### config.mk
export PLATFORM = sky130hd
export DESIGN_NAME = cache_tag_dir
export DESIGN_NICKNAME = d
export VERILOG_FILES = /design/src/rtl/ctd_pkg.sv /design/src/rtl/ctd_way_store.sv /design/src/rtl/ctd_lru.sv /design/src/rtl/ctd_stats.sv /design/src/rtl/cache_tag_dir.sv
export SDC_FILE = /design/constraint.sdc
export NUM_CORES = 1
export LEC_CHECK = 0
export BUFFER_PORTS_ARGS = -buffer_cell sky130_fd_sc_hd__buf_4
export CAP_MARGIN = 10
export CELL_PAD_IN_SITES_DETAIL_PLACEMENT = 0
export CELL_PAD_IN_SITES_GLOBAL_PLACEMENT = 2
export CORE_MARGIN = 10
export CORE_UTILIZATION = 44
export DETAILED_ROUTE_END_ITERATION = 8
export GPL_TIMING_DRIVEN = 1
export PLACE_DENSITY = 0.91
export SYNTH_ARGS = -nofsm -noshare
export SYNTH_HDL_FRONTEND = slang
export SYNTH_SLANG_ARGS = --single-unit
### constraint.sdc
create_clock -name clk -period 20.6 [get_ports clk]
set_input_delay 4.12 -clock clk [delete_from_list [all_inputs] [get_ports clk]]
set_output_delay 4.12 -clock clk [all_outputs]
set_load 0.01 [all_outputs]
### src/rtl/ctd_pkg.sv
// Shared types for the cache tag directory.
// Assumes: the access kind fits two bits; only the write code marks a line dirty.
package ctd_pkg;
    typedef enum logic [1:0] {
        ACC_READ   = 2'b00,
        ACC_WRITE  = 2'b01,
        ACC_IFETCH = 2'b10,
        ACC_OTHER  = 2'b11
    } acc_kind_e;
endpackage

### src/rtl/ctd_way_store.sv
// One way of the directory: a tag, a valid flag and a dirty flag for every set.
// Reads are combinational at rd_idx. A write refreshes all three fields of one set.
// Assumes: the caller writes only on an accepted access; tags need no reset.
module ctd_way_store #(
    parameter int SETS  = 4,
    parameter int IDX_W = 2,
    parameter int TAG_W = 26
) (
    input  logic             clk,
    input  logic             rst_n,
    input  logic [IDX_W-1:0] rd_idx,
    output logic [TAG_W-1:0] rd_tag,
    output logic             rd_valid,
    output logic             rd_dirty,
    input  logic             wr_en,
    input  logic [TAG_W-1:0] wr_tag,
    input  logic             wr_dirty
);
    logic [TAG_W-1:0] tag_q   [SETS];
    logic [SETS-1:0]  valid_q;
    logic [SETS-1:0]  dirty_q;

    // Tag storage: written on fill or hit, no reset needed.
    always_ff @(posedge clk) begin
        if (wr_en) tag_q[rd_idx] <= wr_tag;
    end

    // Flag storage: cleared by reset so the cache starts cold.
    always_ff @(posedge clk) begin
        if (!rst_n) begin
            valid_q <= '0;
            dirty_q <= '0;
        end else if (wr_en) begin
            valid_q[rd_idx] <= 1'b1;
            dirty_q[rd_idx] <= wr_dirty;
        end
    end

    // Read port at the current index.
    always_comb begin
        rd_tag   = tag_q[rd_idx];
        rd_valid = valid_q[rd_idx];
        rd_dirty = dirty_q[rd_idx];
    end
endmodule

### src/rtl/ctd_lru.sv
// Recency order of each set, kept as one rank per way: 0 is the most recent
// and WAYS-1 the least recent. Touching a way gives it rank 0. Every way that
// ranked above it moves down by one rank.
// Assumes: WAYS is a power of two; the ranks of a set always form a permutation.
module ctd_lru #(
    parameter int SETS  = 4,
    parameter int WAYS  = 4,
    parameter int IDX_W = 2,
    parameter int WAY_W = 2
) (
    input  logic             clk,
    input  logic             rst_n,
    input  logic [IDX_W-1:0] idx,
    output logic [WAY_W-1:0] lru_way,
    input  logic             touch_en,
    input  logic [WAY_W-1:0] touch_way
);
    logic [WAY_W-1:0] rank_q [SETS][WAYS];
    logic [WAY_W-1:0] old_rank;

    // Find the least recent way of the addressed set.
    always_comb begin
        lru_way  = '0;
        old_rank = rank_q[idx][touch_way];
        for (int w = 0; w < WAYS; w++) begin
            if (rank_q[idx][w] == WAY_W'(WAYS - 1)) lru_way = WAY_W'(w);
        end
    end

    // Reset to an identity order; promote the touched way on each access.
    always_ff @(posedge clk) begin
        if (!rst_n) begin
            for (int s = 0; s < SETS; s++)
                for (int w = 0; w < WAYS; w++)
                    rank_q[s][w] <= WAY_W'(w);
        end else if (touch_en) begin
            for (int w = 0; w < WAYS; w++) begin
                if (WAY_W'(w) == touch_way)
                    rank_q[idx][w] <= '0;
                else if (rank_q[idx][w] < old_rank)
                    rank_q[idx][w] <= rank_q[idx][w] + WAY_W'(1);
            end
        end
    end

    // Per-set check that the ranks remain a permutation of 0..WAYS-1.
    for (genvar s = 0; s < SETS; s++) begin : g_perm
        logic [WAYS-1:0] seen;
        // Mark every rank present in set s.
        always_comb begin
            seen = '0;
            for (int w = 0; w < WAYS; w++) seen[rank_q[s][w]] = 1'b1;
        end
        AST_LRU_PERM: assert property (@(posedge clk) disable iff (!rst_n)
            &seen);
    end
endmodule

### src/rtl/ctd_stats.sv
// Event counters for the directory, each advanced by one accepted access.
// Assumes: ev_valid is high for at most one cycle per access; the counters wrap.
module ctd_stats #(
    parameter int CNT_W = 32
) (
    input  logic             clk,
    input  logic             rst_n,
    input  logic             ev_valid,
    input  logic             ev_hit,
    input  logic             ev_wb,
    input  logic             ev_write,
    output logic [CNT_W-1:0] cnt_access,
    output logic [CNT_W-1:0] cnt_hit,
    output logic [CNT_W-1:0] cnt_miss,
    output logic [CNT_W-1:0] cnt_wb,
    output logic [CNT_W-1:0] cnt_read,
    output logic [CNT_W-1:0] cnt_read_miss,
    output logic [CNT_W-1:0] cnt_write,
    output logic [CNT_W-1:0] cnt_write_miss
);
    localparam logic [CNT_W-1:0] ONE = CNT_W'(1);

    // Advance the counters that match the event.
    always_ff @(posedge clk) begin
        if (!rst_n) begin
            cnt_access     <= '0;
            cnt_hit        <= '0;
            cnt_miss       <= '0;
            cnt_wb         <= '0;
            cnt_read       <= '0;
            cnt_read_miss  <= '0;
            cnt_write      <= '0;
            cnt_write_miss <= '0;
        end else if (ev_valid) begin
            cnt_access <= cnt_access + ONE;
            if (ev_hit) cnt_hit  <= cnt_hit + ONE;
            else        cnt_miss <= cnt_miss + ONE;
            if (ev_wb)  cnt_wb   <= cnt_wb + ONE;
            if (ev_write) begin
                cnt_write <= cnt_write + ONE;
                if (!ev_hit) cnt_write_miss <= cnt_write_miss + ONE;
            end else begin
                cnt_read <= cnt_read + ONE;
                if (!ev_hit) cnt_read_miss <= cnt_read_miss + ONE;
            end
        end
    end

    AST_HIT_MISS_SUM: assert property (@(posedge clk) disable iff (!rst_n)
        cnt_hit + cnt_miss == cnt_access);
    AST_KIND_SUM: assert property (@(posedge clk) disable iff (!rst_n)
        cnt_read + cnt_write == cnt_access);
    AST_STEP_ONE: assert property (@(posedge clk) disable iff (!rst_n)
        ev_valid |=> cnt_access == $past(cnt_access) + ONE);
endmodule

### src/rtl/cache_tag_dir.sv
// Tag directory of a write-back set-associative cache with true LRU replacement.
// A lookup is accepted when req_valid and req_ready are both high. At the same
// edge the tags, the recency order and the counters are updated and the result
// is registered, so it appears on rsp_* during the next cycle. No request is
// accepted in that cycle.
// Assumes: all size parameters are powers of two and give at least two sets.
module cache_tag_dir
    import ctd_pkg::*;
#(
    parameter int ADDR_W      = 32,
    parameter int LINE_BYTES  = 16,
    parameter int CACHE_BYTES = 256,
    parameter int WAYS        = 4,
    parameter int CNT_W       = 32,
    localparam int OFF_W      = $clog2(LINE_BYTES),
    localparam int SETS       = CACHE_BYTES / (LINE_BYTES * WAYS),
    localparam int IDX_W      = $clog2(SETS),
    localparam int TAG_W      = ADDR_W - OFF_W - IDX_W
) (
    input  logic              clk,
    input  logic              rst_n,
    input  logic              req_valid,
    input  logic [1:0]        req_kind,
    input  logic [ADDR_W-1:0] req_addr,
    output logic              req_ready,
    output logic              rsp_valid,
    output logic              rsp_hit,
    output logic              rsp_wb,
    output logic [TAG_W-1:0]  rsp_victim_tag,
    output logic [CNT_W-1:0]  cnt_access,
    output logic [CNT_W-1:0]  cnt_hit,
    output logic [CNT_W-1:0]  cnt_miss,
    output logic [CNT_W-1:0]  cnt_wb,
    output logic [CNT_W-1:0]  cnt_read,
    output logic [CNT_W-1:0]  cnt_read_miss,
    output logic [CNT_W-1:0]  cnt_write,
    output logic [CNT_W-1:0]  cnt_write_miss
);
    localparam int WAY_W = (WAYS > 1) ? $clog2(WAYS) : 1;

    logic [IDX_W-1:0] idx;
    logic [TAG_W-1:0] tag;
    logic             unused_offset_bits;
    logic             accept;
    logic             is_write;

    logic [TAG_W-1:0] way_tag [WAYS];
    logic [WAYS-1:0]  way_valid;
    logic [WAYS-1:0]  way_dirty;
    logic [WAYS-1:0]  hit_vec;
    logic [WAYS-1:0]  wr_en;

    logic             hit;
    logic [WAY_W-1:0] hit_way;
    logic             has_inv;
    logic [WAY_W-1:0] inv_way;
    logic [WAY_W-1:0] lru_way;
    logic [WAY_W-1:0] victim_way;
    logic [WAY_W-1:0] touch_way;
    logic             wb;
    logic             new_dirty;

    logic             rsp_valid_q;
    logic             rsp_hit_q;
    logic             rsp_wb_q;
    logic [TAG_W-1:0] rsp_victim_q;

    // Address split and request acceptance.
    assign idx                = req_addr[OFF_W +: IDX_W];
    assign tag                = req_addr[ADDR_W-1 -: TAG_W];
    assign unused_offset_bits = ^req_addr[OFF_W-1:0];
    assign req_ready          = !rsp_valid_q;
    assign accept             = req_valid && req_ready;
    assign is_write           = (req_kind == ACC_WRITE);

    // One storage slice per way.
    for (genvar w = 0; w < WAYS; w++) begin : g_way
        ctd_way_store #(.SETS(SETS), .IDX_W(IDX_W), .TAG_W(TAG_W)) u_store (
            .clk      (clk),
            .rst_n    (rst_n),
            .rd_idx   (idx),
            .rd_tag   (way_tag[w]),
            .rd_valid (way_valid[w]),
            .rd_dirty (way_dirty[w]),
            .wr_en    (wr_en[w]),
            .wr_tag   (tag),
            .wr_dirty (new_dirty)
        );
        assign hit_vec[w] = way_valid[w] && (way_tag[w] == tag);
        assign wr_en[w]   = accept && (touch_way == WAY_W'(w));
    end

    ctd_lru #(.SETS(SETS), .WAYS(WAYS), .IDX_W(IDX_W), .WAY_W(WAY_W)) u_lru (
        .clk       (clk),
        .rst_n     (rst_n),
        .idx       (idx),
        .lru_way   (lru_way),
        .touch_en  (accept),
        .touch_way (touch_way)
    );

    // Encode the hitting way and the lowest invalid way.
    always_comb begin
        hit_way = '0;
        inv_way = '0;
        has_inv = 1'b0;
        for (int w = WAYS - 1; w >= 0; w--) begin
            if (hit_vec[w]) hit_way = WAY_W'(w);
            if (!way_valid[w]) begin
                inv_way = WAY_W'(w);
                has_inv = 1'b1;
            end
        end
    end

    // Choose the line to touch and decide the write-back and the new dirty flag.
    always_comb begin
        hit        = |hit_vec;
        victim_way = has_inv ? inv_way : lru_way;
        touch_way  = hit ? hit_way : victim_way;
        wb         = !hit && way_valid[victim_way] && way_dirty[victim_way];
        new_dirty  = hit ? (way_dirty[hit_way] || is_write) : is_write;
    end

    // Register the response of an accepted access for one cycle.
    always_ff @(posedge clk) begin
        if (!rst_n) begin
            rsp_valid_q  <= 1'b0;
            rsp_hit_q    <= 1'b0;
            rsp_wb_q     <= 1'b0;
            rsp_victim_q <= '0;
        end else begin
            rsp_valid_q <= accept;
            if (accept) begin
                rsp_hit_q    <= hit;
                rsp_wb_q     <= wb;
                rsp_victim_q <= wb ? way_tag[victim_way] : '0;
            end
        end
    end

    assign rsp_valid      = rsp_valid_q;
    assign rsp_hit        = rsp_hit_q;
    assign rsp_wb         = rsp_wb_q;
    assign rsp_victim_tag = rsp_victim_q;

    ctd_stats #(.CNT_W(CNT_W)) u_stats (
        .clk            (clk),
        .rst_n          (rst_n),
        .ev_valid       (accept),
        .ev_hit         (hit),
        .ev_wb          (wb),
        .ev_write       (is_write),
        .cnt_access     (cnt_access),
        .cnt_hit        (cnt_hit),
        .cnt_miss       (cnt_miss),
        .cnt_wb         (cnt_wb),
        .cnt_read       (cnt_read),
        .cnt_read_miss  (cnt_read_miss),
        .cnt_write      (cnt_write),
        .cnt_write_miss (cnt_write_miss)
    );

    AST_RSP_PULSE: assert property (@(posedge clk) disable iff (!rst_n)
        rsp_valid |=> !rsp_valid);
    AST_TAG_UNIQUE: assert property (@(posedge clk) disable iff (!rst_n)
        accept |-> $onehot0(hit_vec));
    AST_WB_ON_MISS: assert property (@(posedge clk) disable iff (!rst_n)
        rsp_valid && rsp_wb |-> !rsp_hit);
    AST_WB_COUNTED: assert property (@(posedge clk) disable iff (!rst_n)
        rsp_valid && rsp_wb |-> cnt_wb == $past(cnt_wb) + CNT_W'(1));
    AST_FILL_INVALID: assert property (@(posedge clk) disable iff (!rst_n)
        accept && !hit && has_inv |-> !way_valid[touch_way]);
endmodule

## Word level (Yosys, flattened, before mapping)

Memory sizes are Yosys's and may differ from the RTL's.
Cells that the tools add are included.

| operators by class | value |
|---|---|
| equality and inequality tests | 14 |
| bitwise logic cells | 12 |
| mux-type cells | 105 |
| $lt $le $gt $ge | 10 |
| reductions and logical operators | 25 |
| add/sub/neg operators | 12 |

Operator list:

| cell | count |
|---|---|
| $add A32 B1 Y32 const B | 8 |
| $eq A26 B26 Y1 | 4 |
| $mux W26 | 3 |
| $mux W1 | 63 |
| $bmux W26 S2 | 1 |
| $mux W2 | 19 |
| $bmux W1 S2 | 11 |
| $bwmux W4 | 4 |
| $or A4 B4 Y4 | 4 |
| $logic_and A1 B1 Y1 | 12 |
| $eq A2 B2 Y1 const B | 5 |
| $reduce_and A2 Y1 | 5 |
| $lt A2 B3 Y1 const B | 3 |
| $add A2 B1 Y2 const B | 4 |
| $lt A2 B2 Y1 | 4 |
| $mux W8 | 1 |
| $reduce_or A8 Y1 | 1 |
| $ge A3 B3 Y1 const B | 2 |
| $not A2 Y3 | 2 |
| $reduce_and A3 Y1 | 2 |
| $bmux W2 S2 | 1 |
| $eq A2 B1 Y1 const B | 2 |
| $eq A2 B2 Y1 const A | 2 |
| $mux W4 | 1 |
| 9 further kinds | 14 |

| storage, ports and cells | value |
|---|---|
| register bits after elaboration | 317 |
| input bits | 37 |
| RAM bits | 448 |
| output and inout port bits | 286 |
| memories kept | 5 |
| logic and storage cells | 203 |

Memory list:

| name | depth | bits a word | read ports | clocked after memory_dff | wr ports | RTL line | text |
|---|---|---|---|---|---|---|---|
| g_way[0].u_store.tag_q | 4 | 26 | 1 | 0 | 1 | ctd_way_store.sv:19 | `logic [TAG_W-1:0] tag_q [SETS];` |
| g_way[1].u_store.tag_q | 4 | 26 | 1 | 0 | 1 | ctd_way_store.sv:19 |  |
| g_way[2].u_store.tag_q | 4 | 26 | 1 | 0 | 1 | ctd_way_store.sv:19 |  |
| g_way[3].u_store.tag_q | 4 | 26 | 1 | 0 | 1 | ctd_way_store.sv:19 |  |
| u_lru.rank_q | 4 | 8 | 1 | 0 | 4 | ctd_lru.sv:18 | `logic [WAY_W-1:0] rank_q [SETS][WAYS];` |

## Longest topological paths before layout

Gate-level depths: netlist of the first run.

| logic depth | value |
|---|---|
| depth after elaboration | 21 |
| gate-level depth with buffers | 20 |
| gate-level depth less buffers | 11 |

## Hierarchy

Synthesis of the first run repeated with hierarchy kept, for this count alone.

| second synthesis, totals | value |
|---|---|
| cell total of the unflattened synthesis | 2,695 |
| area total of the unflattened synthesis | 34,503.1 um^2 |

Modules (own cells, without submodules):

| module | area each (um^2) | cells each | instances |
|---|---|---|---|
| ctd_way_store | 4,136.5 | 165 | 4 |
| ctd_stats | 12,189.2 | 1,433 | 1 |
| cache_tag_dir | 3,553.4 | 396 | 1 |
| ctd_lru | 2,214.6 | 206 | 1 |

## Worst setup path after synthesis of the first run

OpenSTA, ideal clock, no wires.

| timing path | value |
|---|---|
| kind | input to register |
| start | input port req_addr[4] |
| end | register g_way[0].u_store.dirty_q[0] |
| arrival time | 10,007 ps |
| slack | 10,466 ps |
| setup time | 128 ps |
| stages | 18 |
| cell sequence | buf_6 -> buf_6 -> buf_8 -> buf_6 -> buf_4 -> buf_6 -> buf_6 -> buf_2 -> mux4_2 -> ha_1 -> nand2b_1 -> o311ai_2 -> buf_4 -> nand3_1 -> or3_1 -> a211oi_1 -> mux2i_1 -> nor2_1 |

| on the way | value |
|---|---|
| word-level cells in the longest chain between the ends | 12 |
| elaborated cells on any way between the ends | 62 |
| classes of those cells | order compare (2); eq/ne (7); mux (39); reduce/logical (9); memory (5) |

RTL lines:

| element | RTL line | text |
|---|---|---|
| from (decl) | cache_tag_dir.sv:24 | `input logic [ADDR_W-1:0] req_addr,` |
| $mem_v2 Z4 W26 or $bmux W1 S2 (tied branches) | n/a |  |
| $eq A26 B26 Y1 or $mux W1 (tied branches) | cache_tag_dir.sv:89, ctd_way_store.sv:42 |  |
| $logic_and A1 B1 Y1 | cache_tag_dir.sv:89 | `assign hit_vec[w] = way_valid[w] && (way_tag[w] == tag);` |
| $mux W2 (4 in series) | cache_tag_dir.sv:108 | `if (hit_vec[w]) hit_way = WAY_W'(w);` |
| $bmux W1 S2 | cache_tag_dir.sv:122 | `new_dirty = hit ? (way_dirty[hit_way] \|\| is_write) : is_write;` |
| $mux W1 (implied by the code) | cache_tag_dir.sv:122 |  |
| $logic_or A1 B1 Y1 | cache_tag_dir.sv:122 |  |
| $mux W1 | cache_tag_dir.sv:122 |  |
| $bwmux W4 | ctd_way_store.sv:35 | `dirty_q[rd_idx] <= wr_dirty;` |
| to (signal, indexed assignment) | ctd_way_store.sv:35 |  |
| to (decl) | ctd_way_store.sv:21 | `logic [SETS-1:0] dirty_q;` |

Parallel ways exist; a longest one is shown, timed or not. The select of a mux whose other input is x is not followed.
A chain may end at the register's enable or synchronous reset.

## Final worst setup path of the first run

| timing path | value |
|---|---|
| start | input port req_addr[5] |
| end | register g_way[0].u_store.dirty_q[1] |

The elaborated chain is that of the path after synthesis.

==> impl_metrics.ini, run 1 <==
[setup_path]
r2r_setup_slack_ns = 15.63
r2r-end = g_way[0].u_store.dirty_q[1]$_SDFFE_PN0P_
reg2reg_from = u_lru.rank_q[3][1]$_SDFFCE_PN1P_
rr_worst_depth = 10
crit_start = req_addr[5]
critPathMaxFanout = 74
start_kind = input pin
worstSetupPathType = input pin to flip-flop
crit_end = g_way[0].u_store.dirty_q[1]$_SDFFE_PN0P_
endpoint_kind = flip-flop
required_ns = 21.08
arrival_ns = 10.79

[grt]
grt-ovfl-total = 0
grt_pass1_vias = 23500
track_usage = 0.217
antenna_found_initial = 3
grt_max_degree = 189
grt_pass1_wl_um = 150000

[sta]
finClkSkew_ns = 0.0495
rsz0062_at_grt = false
hold_viol = 0
holdWs_ns = 0.460
fmax_mhz = 97.0
worst_pin_slew_ns = 1.28
finalCritPeriodShare = 0.500
fin_crit_ns = 10.31
fin_tns_setup_ns = 0
maxSlewHeadroom = 0.144
slew_violations = 0
setup_viol = 0

[layout]
syn_to_final_growth_pct = 17.7
nets = 3140
final_cell_area_sq_um = 40200
final_util = 0.521
drive_gt1_frac = 0.209

[logic_synthesis]
async_reset_ff_frac = 0
yosysSeqAreaShare = 0.579
ys_types = 85
yosys.area.top_type_share = 0.393
syn_area_sq_um = 34200
synth_nets = 2857
ys_ff_latch = 765
synth_area_per_cell_sq_um = 12.2
synthFlopType = edfxtp_1
yosys.area.top_type = edfxtp_1
synth_warnings = 0
syn_inst = 2809
netlist_top_cells_area = edfxtp_1 (39%), dfxtp_1 (19%), mux4_2 (7.4%)
synth_edf_count = 448

[floorplan]
coreArea_sq_um = 77200
fp.dieW_um = 299
die_h_um = 299
ios = 323
die_area_sq_um = 89300
start_util = 0.443
rows = 102

[cts]
cts_tree = done
cts-hold-fix-buffers = 0
clock_sinks = 765
cts.clk_slew.worst_paths_ns = 0.06
cts_buffers = 83
clock_latency_ns = 0.65
cts-htree-levels = 3
cts_setup_buffers = 0
cts_resized = 0
clk_path_buf_depth = 3
clock-root-buffer = clkbuf_16

[worst_hold_path]
hold_path_class = flip-flop to flip-flop
hold_start = rsp_victim_tag[15]$_SDFFE_PN0P_

[power]
peakVddDrop_v = 0.0000548
pwr_density_cell_nw_per_um2 = 82.9
p_leak_nw = 14.2

[route]
wirelength_um = 100000
wl_per_cell_um = 23.8
ant_nets = 0
first_iter_violations = 2357
post_drt_via_cell_ratio = 5.76
first_pass_iters = 5
num_vias = 24200
post-route-drc-count = 0

[flow_run]
max_cap_viol_count = 0

[outcome]
outcome = complete, no violations

[placed_design]
numPortBuffers = 318
hpwl_um = 68600
gp_congestion = 0.948
dpl-instance-area_sq_um = 37500
## metrics by stage
stage	std cells	setup WS (ns)	total power [mW]
after floorplan	2809	10.47	1.80
after global placement	4047	9.93	1.87
after detailed placement	4047	9.79	1.87
after CTS	4202	10.46	3.36
after global routing	4202	10.11	3.44
final	4203	10.29	3.34
## how the worst min path moves through the flow
stage	to	slack, ns	depth (start not counted)
finish	rsp_victim_tag[15]$_SDFFE_PN0P_	0.46	2
global route	g_way[3].u_store.valid_q[0]$_SDFFE_PN0P_	0.49	1
CTS	rsp_victim_tag[15]$_SDFFE_PN0P_	0.47	2
detailed placement	g_way[1].u_store.valid_q[0]$_SDFFE_PN0P_	0.46	1
global placement	g_way[3].u_store.valid_q[2]$_SDFFE_PN0P_	0.44	1
floorplan	g_way[0].u_store.valid_q[2]$_SDFFE_PN0P_	0.43	2
## registers in the layout, indices dropped and copies added (netlist names)
signal	cells
g_way.u_store.tag_q	416
u_lru.rank_q	32
u_stats.cnt_access	32
u_stats.cnt_hit	32
u_stats.cnt_miss	32
u_stats.cnt_read	32
u_stats.cnt_read_miss	32
u_stats.cnt_wb	32
u_stats.cnt_write	32
u_stats.cnt_write_miss	32
rsp_victim_tag	26
g_way.u_store.dirty_q	16
g_way.u_store.valid_q	16
rsp_hit	1
rsp_valid	1
rsp_wb	1
## layer usage
metal,global-route usage,vias to the layer above,part of all wire
li1,-,10900,-
met1,0.294,12100,0.42
met2,0.350,1013,0.47
met3,0.0474,149,0.088
met4,0.0605,6,0.022
met5,0,-,0.00041
## final cells by class
cell class	count	area (sq um)
Sequential cell	765	19800
Clock inverter	37	428
Timing Repair Buffer	353	2670
Tap cell	1040	1300
Multi-Input combinational cell	1834	13500
Inverter	55	214
Fill cell	6573	37000
Antenna cell	1	2.50
Clock buffer	118	2290
## Yosys cell counts (all sizes together), types with 10 or more instances
cell and instances:
edfxtp 448, nor2 334, dfxtp 317, nand2 210, xnor2 175, xor2 124, nand3 117, mux4 113
mux2i 103, clkbuf 102, nand4 72, and3 60, nor3 58, a21oi 56, inv 54, buf 53
nor4 46, o21ai 42, nand2b 32, a22oi 29, or3 29, o211ai 23, and4 21, and2 17
mux2 16, nor2b 15, o21a 14, a211oi 11, a31oi 11, ha 11, o2111ai 10
## critical path: stages
cell and delay [ns]:
buf_6 0.58, buf_4 0.82, buf_4 0.71, mux4_2 0.52, ha_1 0.23, nand2b_1 0.21, o21a_1 0.26, o21a_1 0.54
or3_1 0.71, a211oi_4 1.11, buf_4 0.46, mux2i_1 0.26, nor2_1 0.06
## layout by cell type, fill, tap and decap left out, drive strengths merged, types with 6 or more instances in the layout
| cell type | instances |
|---|---|
| a211oi | 11 |
| a21oi | 56 |
| a221oi | 7 |
| a22oi | 29 |
| a31oi | 11 |
| and2 | 17 |
| and3 | 60 |
| and4 | 21 |
| buf | 352 |
| bufinv | 6 |
| clkbuf | 119 |
| clkinv | 24 |
| dfxtp | 317 |
| edfxtp | 448 |
| ha | 11 |
| inv | 59 |
| mux2 | 16 |
| mux2i | 103 |
| mux4 | 113 |
| nand2 | 210 |
| nand2b | 32 |
| nand3 | 117 |
| nand4 | 72 |
| nor2 | 334 |
| nor2b | 15 |
| nor3 | 58 |
| nor3b | 6 |
| nor4 | 46 |
| o2111ai | 10 |
| o211ai | 23 |
| o21a | 14 |
| o21ai | 42 |
| or2 | 9 |
| or3 | 29 |
| xnor2 | 175 |
| xor2 | 124 |
## kinds of logic after synthesis
kind of cell	after synthesis	share of synthesized area
buffers and inverters	210	0.0292
flip-flops	765	0.579
multiplexers	232	0.110
AO/OA/AOI/OAI	250	0.0512
adder cells (fa/ha/maj)	12	0.00435
AND/OR/NAND/NOR	1041	0.150
XOR/XNOR	299	0.0768
## power breakdown
group | switching, mW | total [mW] | internal (mW)
logic | 0.140 | 0.210 | 0.0700
clock network | 0.630 | 1.49 | 0.861
registers | 0.00495 | 1.63 | 1.63
total | 0.775 | 3.34 | 2.56
Power figures use the tool's default switching activity.
==> run 2: changes to the inputs <==
ABC_AREA = 1   (was unset)
CORE_UTILIZATION = 36   (was 44)
PLACE_DENSITY = 0.86   (was 0.91)
clock period = 9.5 ns   (was 20.6 ns; I/O delays follow)
==> run 2 against run 1 <==
Synthesized cell count grew 61%. Combinational power grew to 2.7 times the previous value. Die area grew 28%. Utilization shrank 9.5 points. Sequential power grew 120%. Setup slack lost 7.6 ns. Largest power group unchanged. Area after synthesis grew 6.4%. Via count grew 29%. Critical path depth grew 6. Clock-buffer cell count grew 1. Sequential share of layout area shrank 2.8 points.
==> impl_metrics.ini, run 2 <==
[logic_synthesis]
yosys.area.top_type_share = 0.370
synth_edf_count = 448
async_reset_ff_frac = 0
yosys.area.top_type = edfxtp_1
yosysSeqAreaShare = 0.544
syn_area_sq_um = 36400
synth.most_common_cell = nand2_1
syn_inst = 4532
synthFlopType = edfxtp_1
netlist_top_cells_area = edfxtp_1 (37%), dfxtp_1 (17%), nand2_1 (17%)
synth_nets = 4580
ys_types = 56
ys_ff_latch = 765
synth_area_per_cell_sq_um = 8.03
yosys-top-cells-count = nand2_1 (1671), edfxtp_1 (448), nor2_1 (448)
synth_warnings = 0

[power]
pwr_density_cell_nw_per_um2 = 172
peakVddDrop_v = 0.000111
finalPower_mw = 7.34
p_leak_nw = 17.5

[floorplan]
die_area_sq_um = 114000
start_util = 0.363
ios = 323
fp.dieW_um = 338
die_h_um = 338
coreArea_sq_um = 100000
rows = 116

[grt]
grt-ovfl-total = 0
top_usage_layer = met2
grt_max_degree = 147
grtUsageMet1 = 0.287
grt_pass1_vias = 29300
grt.met2_usage = 0.339
track_usage = 0.216
grt_pass1_wl_um = 187000
met3_usage = 0.0593
antenna_found_initial = 7

[route]
post-route-drc-count = 0
post_drt_via_cell_ratio = 5.02
wl_per_cell_um = 20.5
wirelength_um = 127000
first_pass_iters = 6
ant_nets = 0
first_iter_violations = 2735
num_vias = 31200

[worst_hold_path]
holdPathStages = 2
hold_path_class = flip-flop to flip-flop

[placed_design]
numPortBuffers = 318
dpl-instance-area_sq_um = 40000
place_ws_ns = 2.03
hpwl_um = 88500
gp_congestion = 0.906

[setup_path]
slowest_stage = clkinv_1
start_kind = input pin
cp_cell_sequence = buf_6, buf_4, nand2_4, inv_2, a221oi_1, inv_1, ha_1, nor2_1, nand2_1, nand2_1, buf_4, nand3_1, nand2_4, inv_2, nand2_1, nor2_1, nand2_1, clkinv_1, buf_4
cp_slowest_stage_delay_ns = 0.95
arrival_ns = 7.15
required_ns = 9.87
crit_top_cell = nand2_1
worstSetupPathType = input pin to flip-flop
critPathMaxFanout = 42
rr_worst_depth = 17
endpoint_kind = flip-flop

[sta]
hold_viol = 0
slew_violations = 0
fmax_mhz = 147
finClkSkew_ns = 0.0259
maxSlewHeadroom = 0.183
finalCritPeriodShare = 0.714
worst_pin_slew_ns = 1.22
rsz0062_at_grt = false
setup_viol = 0
finalWorstSetupSlack_ns = 2.72
fin_crit_ns = 6.78
fin_tns_setup_ns = 0

[layout]
largest_register = g_way.u_store.tag_q
final_cell_mix = nand2_1 (1670), nor2_1 (448), edfxtp_1 (448), inv_1 (388), buf_4 (347)
largest_register_ffs = 416
final_cell_area_sq_um = 42700
n_fill_cell = 10200
final_common_cell = nand2_1
nets = 4884
syn_to_final_growth_pct = 17.3
drive_gt1_frac = 0.112

[cts]
clk_path_buf_depth = 3
cts_tree = done
cts_setup_buffers = 0
clock_latency_ns = 0.65
cts-hold-fix-buffers = 0
cts_resized = 0
clock-root-buffer = clkbuf_16
clock_sinks = 765
cts.clk_slew.worst_paths_ns = 0.06
cts-htree-levels = 3
cts_buffers = 88

[flow_run]
max_cap_viol_count = 0

[outcome]
outcome = complete, no violations
[run 2: cell types whose count changed after synthesis, moves of 58 or more]
cell | before | now
xor2_1 | 124 | 16
nor3_1 | 51 | 115
nand3_1 | 117 | 247
mux4_2 | 113 | 0
mux2i_1 | 103 | 0
and3_1 | 60 | 2
nand2_1 | 209 | 1671
o21ai_0 | 39 | 178
inv_1 | 54 | 388
xnor2_1 | 174 | 6
nor2_1 | 334 | 448
a21oi_1 | 55 | 231
[run 2: layout make-up]
| type | count | area [sq um] | share of cell area |
|---|---|---|---|
| sequential | 765 | 19800 | 0.464 |
| clock buffer | 119 | 2420 | 0.0567 |
| antenna | 2 | 5.00 | 0.000117 |
| inverter | 407 | 1540 | 0.0361 |
| timing repair buffer | 355 | 2750 | 0.0644 |
| tap | 1298 | 1620 | 0.0380 |
| multi-input combinational | 3219 | 14300 | 0.334 |
| clock inverter | 37 | 273 | 0.00639 |
[run 2: power breakdown]
part           leakage (nW)  switching [mW]  internal (mW)
Combinational          9.58           0.437          0.134
Sequential             6.59          0.0102           3.53
Clock                  1.32            1.38           1.84
[run 2: logic make-up (layout without fill, tap and decap cells)]
logic type | after synthesis | in the layout | share of synthesized area
adder cells (fa/ha/maj) | 11 | 11 | 0.00378
buffers and inverters | 548 | 918 | 0.0634
AO/OA/AOI/OAI | 534 | 534 | 0.0811
flip-flops | 765 | 765 | 0.544
XOR/XNOR | 23 | 23 | 0.00574
AND/OR/NAND/NOR | 2651 | 2651 | 0.302
other | 0 | 2 | 0
[run 2: path summary, 6_finish.rpt]
| path | start | end | slack (ns) |
|---|---|---|---|
| max | req_addr[4] | g_way[3].u_store.tag_q[0][1]$_DFFE_PP_ | 2.72 |
| min | g_way[3].u_store.valid_q[0]$_SDFFE_PN0P_ | g_way[3].u_store.valid_q[0]$_SDFFE_PN0P_ | 0.46 |
| max reg2reg | u_lru.rank_q[0][2]$_SDFFCE_PN0P_ | g_way[3].u_store.tag_q[0][1]$_DFFE_PP_ | 4.74 |
| min reg2reg | g_way[3].u_store.valid_q[0]$_SDFFE_PN0P_ | g_way[3].u_store.valid_q[0]$_SDFFE_PN0P_ | 0.46 |
[run 2: critical path: cells and delay by family]
| kind | cells | cell delay (ns) |
|---|---|---|
| buf+inv | 8 | 2.99 |
| simple gates | 9 | 1.33 |
| fa+ha+maj | 1 | 0.25 |
| compound gates | 1 | 0.60 |
[run 2: through the flow]
step / hold slack, ns / instances / util
CTS: 0.457 / 6200 / 0.426
detailed placement: 0.447 / 6044 / 0.399
global route: 0.479 / 6202 / 0.426
finish: 0.457 / 6202 / 0.426
floorplan: 0.431 / 4532 / -
global placement: 0.446 / 6044 / 0.399
[run 2: metal layers]
metal / wire length [um] / share of wire / vias up
li1: - / - / 15500
met5: 12 / 0.000094 / -
met1: 55700 / 0.44 / 14500
met2: 57500 / 0.45 / 906
met4: 3780 / 0.030 / 2
met3: 10300 / 0.081 / 170
